**config.mk**
```make
export PLATFORM = sky130hd
export DESIGN_NAME = runset_clk_src
export DESIGN_NICKNAME = d
export VERILOG_FILES = /design/src/rtl/clksrc_pkg.sv /design/src/rtl/clksrc_sync.sv /design/src/rtl/clksrc_debounce.sv /design/src/rtl/clksrc_divider.sv /design/src/rtl/clksrc_mode.sv /design/src/rtl/clksrc_step.sv /design/src/rtl/runset_clk_src.sv
export SDC_FILE = /design/constraint.sdc
export NUM_CORES = 1
export LEC_CHECK = 0
export ABC_AREA = 1
export BUFFER_PORTS_ARGS = -buffer_cell sky130_fd_sc_hd__buf_2
export CAP_MARGIN = 10
export CORE_ASPECT_RATIO = 1.2
export CORE_UTILIZATION = 30
export DETAILED_ROUTE_END_ITERATION = 6
export GPL_ROUTABILITY_DRIVEN = 0
export PLACE_DENSITY = 0.41
export RECOVER_POWER = 25
export SLEW_MARGIN = 20
export SYNTH_ARGS = -nofsm -noshare
export SYNTH_HDL_FRONTEND = slang
export SYNTH_SLANG_ARGS = --single-unit
export TNS_END_PERCENT = 30
```
**constraint.sdc**
```tcl
create_clock -name clk_ref -period 1.4 [get_ports clk_ref]
set_input_delay 0.07 -clock clk_ref [delete_from_list [all_inputs] [get_ports clk_ref]]
set_output_delay 0.07 -clock clk_ref [all_outputs]
set_load 0.05 [all_outputs]
```
**src/rtl/clksrc_pkg.sv**
```systemverilog
package clksrc_pkg;
  typedef enum logic {
    MODE_SET = 1'b0,
    MODE_RUN = 1'b1
  } clk_mode_e;
endpackage

```
**src/rtl/clksrc_sync.sv**
```systemverilog
module clksrc_sync #(
  parameter int   STAGES  = 2,
  parameter logic IDLE_LV = 1'b1
) (
  input  logic clk,
  input  logic rst,
  input  logic din,
  output logic dout
);
  logic [STAGES-1:0] chain_q;

  genvar g;
  generate
    for (g = 0; g < STAGES; g++) begin : g_stage
      if (g == 0) begin : g_first
        always_ff @(posedge clk) begin
          if (rst) chain_q[g] <= IDLE_LV;
          else     chain_q[g] <= din;
        end
      end else begin : g_rest
        always_ff @(posedge clk) begin
          if (rst) chain_q[g] <= IDLE_LV;
          else     chain_q[g] <= chain_q[g-1];
        end
      end
    end
  endgenerate

  assign dout = chain_q[STAGES-1];
endmodule

```
**src/rtl/clksrc_debounce.sv**
```systemverilog
module clksrc_debounce #(
  parameter int DEB_CYC = 328
) (
  input  logic clk,
  input  logic rst,
  input  logic sync_i,
  output logic stable_o
);
  localparam int CW = $clog2(DEB_CYC + 1);

  logic [CW-1:0] hold_cnt;
  logic          stable_q;

  always_ff @(posedge clk) begin
    if (rst) begin
      hold_cnt <= '0;
      stable_q <= 1'b1;
    end else if (sync_i != stable_q) begin
      if (hold_cnt == CW'(DEB_CYC - 1)) begin
        stable_q <= sync_i;
        hold_cnt <= '0;
      end else begin
        hold_cnt <= hold_cnt + 1'b1;
      end
    end else begin
      hold_cnt <= '0;
    end
  end

  assign stable_o = stable_q;


  accept_follows_input_chk: assert property (@(posedge clk) disable iff (rst)
    !$stable(stable_q) |-> (stable_q == $past(sync_i)));
endmodule

```
**src/rtl/clksrc_divider.sv**
```systemverilog
module clksrc_divider #(
  parameter int DIV_BITS = 15
) (
  input  logic clk,
  input  logic rst,
  output logic clk1_o
);
  localparam int TW = DIV_BITS - 1;

  logic [TW-1:0] chain_cnt;
  logic          tap_q;
  logic          slow_q;
  logic          tap;

  assign tap = chain_cnt[TW-1];

  always_ff @(posedge clk) begin
    if (rst) begin
      chain_cnt <= '0;
      tap_q     <= 1'b0;
      slow_q    <= 1'b0;
    end else begin
      chain_cnt <= chain_cnt + 1'b1;
      tap_q     <= tap;
      if (tap_q && !tap) slow_q <= ~slow_q;
    end
  end

  assign clk1_o = slow_q;


  toggle_phase_chk: assert property (@(posedge clk) disable iff (rst)
    !$stable(slow_q) |-> (chain_cnt == TW'(1)));
endmodule

```
**src/rtl/clksrc_mode.sv**
```systemverilog
module clksrc_mode
  import clksrc_pkg::*;
(
  input  logic      clk,
  input  logic      rst,
  input  logic      run_s_i,
  input  logic      set_s_i,
  input  logic      clk1_i,
  input  logic      pulse_i,
  output clk_mode_e mode_o
);
  logic      want_set_q;
  clk_mode_e mode_q;
  logic      safe;

  assign safe = !clk1_i && !pulse_i;

  always_ff @(posedge clk) begin
    if (rst) begin
      want_set_q <= 1'b0;
      mode_q     <= MODE_RUN;
    end else begin
      if (!run_s_i)      want_set_q <= 1'b0;
      else if (!set_s_i) want_set_q <= 1'b1;
      if (safe) mode_q <= want_set_q ? MODE_SET : MODE_RUN;
    end
  end

  assign mode_o = mode_q;


  switch_when_low_chk: assert property (@(posedge clk) disable iff (rst)
    !$stable(mode_q) |-> ($past(clk1_i) == 1'b0 && $past(pulse_i) == 1'b0));
endmodule

```
**src/rtl/clksrc_step.sv**
```systemverilog
module clksrc_step #(
  parameter int PULSE_CYC = 4
) (
  input  logic clk,
  input  logic rst,
  input  logic adv_db_i,
  input  logic set_mode_i,
  output logic pulse_o
);
  localparam int PW = $clog2(PULSE_CYC + 1);

  logic          adv_prev_q;
  logic          armed_q;
  logic [PW-1:0] left_q;
  logic          pressed;
  logic          released;

  assign pressed  = adv_prev_q && !adv_db_i;
  assign released = !adv_prev_q && adv_db_i;

  always_ff @(posedge clk) begin
    if (rst) begin
      adv_prev_q <= 1'b1;
      armed_q    <= 1'b0;
      left_q     <= '0;
    end else begin
      adv_prev_q <= adv_db_i;
      if (!set_mode_i)   armed_q <= 1'b0;
      else if (pressed)  armed_q <= 1'b1;
      else if (released) armed_q <= 1'b0;
      if (set_mode_i && released && armed_q) left_q <= PW'(PULSE_CYC);
      else if (left_q != '0)                 left_q <= left_q - 1'b1;
    end
  end

  assign pulse_o = (left_q != '0);


  pulse_in_set_chk: assert property (@(posedge clk) disable iff (rst)
    $rose(pulse_o) |-> $past(set_mode_i));
endmodule

```
**src/rtl/runset_clk_src.sv**
```systemverilog
module runset_clk_src
  import clksrc_pkg::*;
#(
  parameter int DIV_BITS    = 15,
  parameter int DEB_CYC     = 328,
  parameter int PULSE_CYC   = 4,
  parameter int SYNC_STAGES = 2
) (
  input  logic clk_ref,
  input  logic rst,
  input  logic run_n,
  input  logic set_n,
  input  logic adv_n,
  output logic clk_out
);
  logic      run_s, set_s, adv_s, adv_db;
  logic      clk1, pulse, out_q;
  clk_mode_e mode;

  clksrc_sync #(.STAGES(SYNC_STAGES), .IDLE_LV(1'b1)) u_sync_run (
    .clk(clk_ref), .rst(rst), .din(run_n), .dout(run_s));
  clksrc_sync #(.STAGES(SYNC_STAGES), .IDLE_LV(1'b1)) u_sync_set (
    .clk(clk_ref), .rst(rst), .din(set_n), .dout(set_s));
  clksrc_sync #(.STAGES(SYNC_STAGES), .IDLE_LV(1'b1)) u_sync_adv (
    .clk(clk_ref), .rst(rst), .din(adv_n), .dout(adv_s));

  clksrc_debounce #(.DEB_CYC(DEB_CYC)) u_deb (
    .clk(clk_ref), .rst(rst), .sync_i(adv_s), .stable_o(adv_db));

  clksrc_divider #(.DIV_BITS(DIV_BITS)) u_div (
    .clk(clk_ref), .rst(rst), .clk1_o(clk1));

  clksrc_step #(.PULSE_CYC(PULSE_CYC)) u_step (
    .clk(clk_ref), .rst(rst), .adv_db_i(adv_db),
    .set_mode_i(mode == MODE_SET), .pulse_o(pulse));

  clksrc_mode u_mode (
    .clk(clk_ref), .rst(rst), .run_s_i(run_s), .set_s_i(set_s),
    .clk1_i(clk1), .pulse_i(pulse), .mode_o(mode));

  always_ff @(posedge clk_ref) begin
    if (rst) out_q <= 1'b0;
    else     out_q <= (mode == MODE_RUN) ? clk1 : pulse;
  end

  assign clk_out = out_q;


  reset_state_chk: assert property (@(posedge clk_ref)
    rst |=> (!clk_out && mode == MODE_RUN));
endmodule

```
# == After elaboration in Yosys (flattened, before gate mapping) ==
# Cells that the tools add are included.
# totals
word_cells,52
in_bits,5
regBits,40
output_inout_bits,1
# classes
add_sub_neg,3
n_eq_ne,2
reduce_logical,19
bitwise_logic,4
muxes,6
# op_table
cell,n
$add A14 B1 Y14 const B,1
$add A9 B1 Y9 const B,1
$eq A9 B9 Y1 const B,1
$logic_and A1 B1 Y1,6
$mux W3,2
$reduce_or A2 Y1,3
$logic_not A1 Y1,5
$mux W1,4
$not A1 Y1,4
$reduce_bool A2 Y1,2
$reduce_bool A3 Y1,1
$reduce_or A3 Y1,1
$sub A3 B1 Y3 const B,1
$reduce_and A2 Y1,1
$ne A1 B1 Y1,1

# == Logic depth before layout (Yosys ltp) ==
# logic_depth
depth_word,5
mapped_depth,7
mapped_depth_nobuf,7

# == By module ==
# A second synthesis with hierarchy kept.
# hier_totals
cells_unflattened,253
area_unflattened_um2,1800.5
# by_module_without_submodules
mod,cells_per_inst,n_inst,area_per_inst_um2,seq_area_each_um2
clksrc_divider,106,1,738.2,320.3
clksrc_debounce,71,1,489.2,200.2
clksrc_step,37,1,274.0,100.1
clksrc_sync,7,3,58.8,40.0
clksrc_mode,10,1,73.8,40.0
runset_clk_src,8,1,48.8,20.0

# == Worst setup path before layout ==
# No wires, ideal clock.
# synth_timing
path_kind,reg2reg
start,reg u_step.left_q[0]
end,reg u_mode.mode_q (netlist: u_mode.mode_o)
stages_incl_launch_ff,7
period_less_slack_ps,1171
t_required_ps,1260
path_buffers,0
setup_ps,140
path_slack_ps,229
arrival_time_ps,1030
path_cell_list,dfxtp_1 inv_1 ha_1 ha_1 inv_1 o21ai_0 o311ai_0
# synth_between
elab_chain_len,3
# synth_rtl
item,line_no,text
from (decl),clksrc_step.sv:14,logic [PW-1:0] left_q;
from (signal assigned),clksrc_step.sv:31,if (set_mode_i && released && armed_q) left_q <= PW'(PULSE_CYC);
from (signal assigned),clksrc_step.sv:32,else if (left_q != '0) left_q <= left_q - 1'b1;
$reduce_bool A3 Y1,clksrc_step.sv:36,assign pulse_o = (left_q != '0);
$logic_not A1 Y1,clksrc_mode.sv:16,assign safe = !clk1_i && !pulse_i;
$logic_and A1 B1 Y1,clksrc_mode.sv:16,
to (signal assigned),clksrc_mode.sv:25,if (safe) mode_q <= want_set_q ? MODE_SET : MODE_RUN;
to (decl),clksrc_mode.sv:13,clk_mode_e mode_q;
# No other way between the ends.
# A chain may end at the register's enable or synchronous reset.

# == Worst setup path in the final report ==
# Same ends and word-level chain as after synthesis.

==> summary.md <==
| Metric | Value |
|---|---|
| Status | complete, no violations |
| Layout cells sized above 1 | 11.2% |
| Final core occ | 35.8% |
| Synth cell types | 24 |
| Fin crit period | 1260 ps |
| Synthesized net count | 238 |
| Top cell type's share of synthesized area | 46.2% |
| Postcts setup bufs | 0 |
| Drt drc | 0 |
| Met1 Track Usage GR | 14.0% |
| Setup TNS | 0 ps |
| Final cell count without fillers | 303 |
| Clock sink total | 40 |
| I/O Buffers | 5 |
| Post-Place Cells | 292 |
| Clk_lat worst skew | 280 ps |
| Max Freq | 0.792 GHz |
| DR iter-0 viols | 49 |
| R2R depth | 6 |
| Row cnt | 29 |
| Fin worst setup slack | 137 ps |
| WL/cell | 9.48 µm |
| Vias | 1289 |
| Slew @ Worst Pin | 242 ps |
| Synth Instances | 226 |
| First-pass GRT wire length | 5030 µm |
| H-tree depth | 2 |
| Total core area | 5440 µm² |
| CTS max path bufs | 2 |
| Die X | 71.4 µm |
| First-pass DRT Iterations | 4 |
| Crit-path max FO | 6 |
| Final Hold Viols | 0 |
| Final setup fails | 0 |
| Die Height | 85.3 µm |
| Setup crit start kind | flip-flop |
| Largest net degree at the start of global routing | 14 |
| P&R area growth vs syn | 12.6% |
| Total grt overflow | 0 |
| Clock Tree Root | clkbuf_8 |
| CP required | 1560 ps |
| Antenna cells | 0 |
| Final Cycle Share | 90.2% |
| Max-slew violations | 0 |
| Yosys reg bits | 40 |
| Post-route antenna net violation count | 0 |
| CTS tree | yes |
| GRT Total Usage | 10.7% |
| Grt peak-use layer | met2 |
| Slew HR | 83.6% |
| Worst hold stages | 2 |
| Worst Path Arrival | 1420 ps |
| Post-Syn Area | 1730 µm² |
| Maximum VDD drop | 564 µV |
| Power Dens Cells | 1180 nW/µm² |
| Placement-stage cell area | 1830 µm² |
| Avg Inst Size Synth | 7.67 µm² |
| Synth warn | 0 |
| WL final | 2870 µm |
| Design area | 1950 µm² |
| Critical path class | reg2reg |
| Grt met3 use | 2.85% |
| Initial antenna violation count | 0 |
| Leakage power total | 0.827 nW |
| Die area | 6090 µm² |
| Critical Path End Type | flip-flop |
| Total of max-cap violations | 0 |
| Cts bufs inserted | 5 |
| RSZ-0062 raised after global routing | false |
| Place WS | 112 ps |
| Met2 usage | 15.8% |
| Vias in the first global route | 1144 |
| Hold crit path type | in2reg |
| HPWL Detailed | 2070 µm |
| Initial core utilization | 31.8% |
| Register area share after synthesis | 46.2% |
| Clk_skew | 3.42 ps |
| IO Pins | 6 |
| Largest area contributor in the synthesized netlist | dfxtp_1 |
| Synth area leaders | dfxtp_1 46%, nand2_1 10%, inv_1 7.1% |
| Layout Nets | 252 |
| Vias/cell | 4.25 |
| Clock-pin slew on the worst setup and hold paths | 80 ps |
timing repair:
item	4_1_cts	5_1_grt
hold endpoints to repair	3	0
gates resized for setup	0	1
hold buffers	3	0
endpoints found under the setup margin	0	1
metal layers:
metal	vias to the layer above	wire length (µm)	share of wire, %
met1	540	1570	55
li1	734	-	-
met4	0	46	1.6
met5	-	0	0
met3	5	63	2.2
met2	10	1190	42
state kept, by name, summed over array words and instances (netlist names):
signal,cells
u_sync_adv.dout,1
u_step.left_q,3
u_sync_adv.chain_q,1
u_div.chain_cnt,14
u_deb.hold_cnt,9
u_div.tap_q,1
u_mode.mode_o,1
u_sync_run.dout,1
u_sync_set.chain_q,1
u_step.armed_q,1
u_sync_set.dout,1
u_deb.stable_o,1
u_mode.want_set_q,1
u_div.clk1_o,1
clk_out,1
u_step.adv_prev_q,1
u_sync_run.chain_q,1
layout make-up:
cell class / count / area (µm²)
timing repair buffer: 10 / 70.1
inverter: 34 / 128
clock buffer: 6 / 82.6
tap: 62 / 77.6
multi-input combinational: 149 / 782
fill: 589 / 3490
sequential: 40 / 801
clock inverter: 2 / 10.0
where the power goes:
part | leakage [nW] | switching, mW | internal [mW]
Sequential | 0.326 | 0.0319 | 1.20
Combinational | 0.451 | 0.169 | 0.115
Clock | 0.0510 | 0.389 | 0.393
worst paths after layout:
| kind | from | end | slack (ps) |
|---|---|---|---|
| setup / recovery | u_step.left_q[0]$_SDFFE_PP0P_ | u_mode.mode_o$_SDFFE_PP1P_ | 140 |
| hold reg to reg | u_sync_adv.chain_q[0]$_SDFF_PP1_ | u_sync_adv.dout$_SDFF_PP1_ | 410 |
| setup reg to reg | u_step.left_q[0]$_SDFFE_PP0P_ | u_mode.mode_o$_SDFFE_PP1P_ | 140 |
| hold / removal | rst | u_step.left_q[2]$_SDFFE_PP0P_ | 70 |
worst max-delay path: stages, from the launching register on:
cell and delay [ps]:
dfxtp_1 310, inv_1 60, ha_1 160, ha_1 240, inv_1 100, o21ai_0 150, o311ai_1 110
synth_stat cells:
cell type / instances
nand2_1: 48
dfxtp_1: 40
inv_1: 33
nor2_1: 31
a21oi_1: 15
nand3_1: 9
ha_1: 7
nand4_1: 6
o21ai_0: 6
or2_2: 6
nand3b_1: 5
xnor2_1: 4
nand3_2: 2
nor2_4: 2
nor3_1: 2
xor2_1: 2
buf_4: 1
buf_6: 1
clkbuf_1: 1
inv_2: 1
mux2i_1: 1
nand2_2: 1
o21ai_1: 1
o311ai_0: 1
cell families after synthesis:
group / after synthesis / share of synthesized area (%)
AOI/OAI and AO/OA: 23 / 6.86
xor gates and xnor gates: 6 / 3.03
adders and majority gates: 7 / 5.05
buffers and inverters: 37 / 8.66
DFF: 40 / 46.2
muxes: 1 / 0.578
and+or+nand+nor: 112 / 29.6
metrics by stage:
stage | power, mW | hold slack, ps
finish | 2.30 | 66.4
global route | 2.44 | 69.9
CTS | 2.34 | 58.6
detailed placement | 1.54 | 255
global placement | 1.54 | 253
floorplan | 1.48 | 174
placed cells by master (no fill, tap or decap), types with 2 or more instances in the layout:
cell,Yosys,layout
nand3b_1,5,5
nor2_4,2,2
or2_2,6,6
clkinv_2,0,2
nand4_1,6,6
ha_1,7,7
o21ai_0,6,6
clkbuf_8,0,6
a21oi_1,15,15
nand3_2,2,2
dfxtp_1,40,40
nor3_1,2,2
dlygate4sd3_1,0,3
xor2_1,2,2
nand2_1,48,48
inv_1,33,33
nand3_1,9,9
buf_2,0,5
buf_4,1,2
nor2_1,31,31
xnor2_1,4,4
No activity file was read; power rests on OpenSTA's default activity.
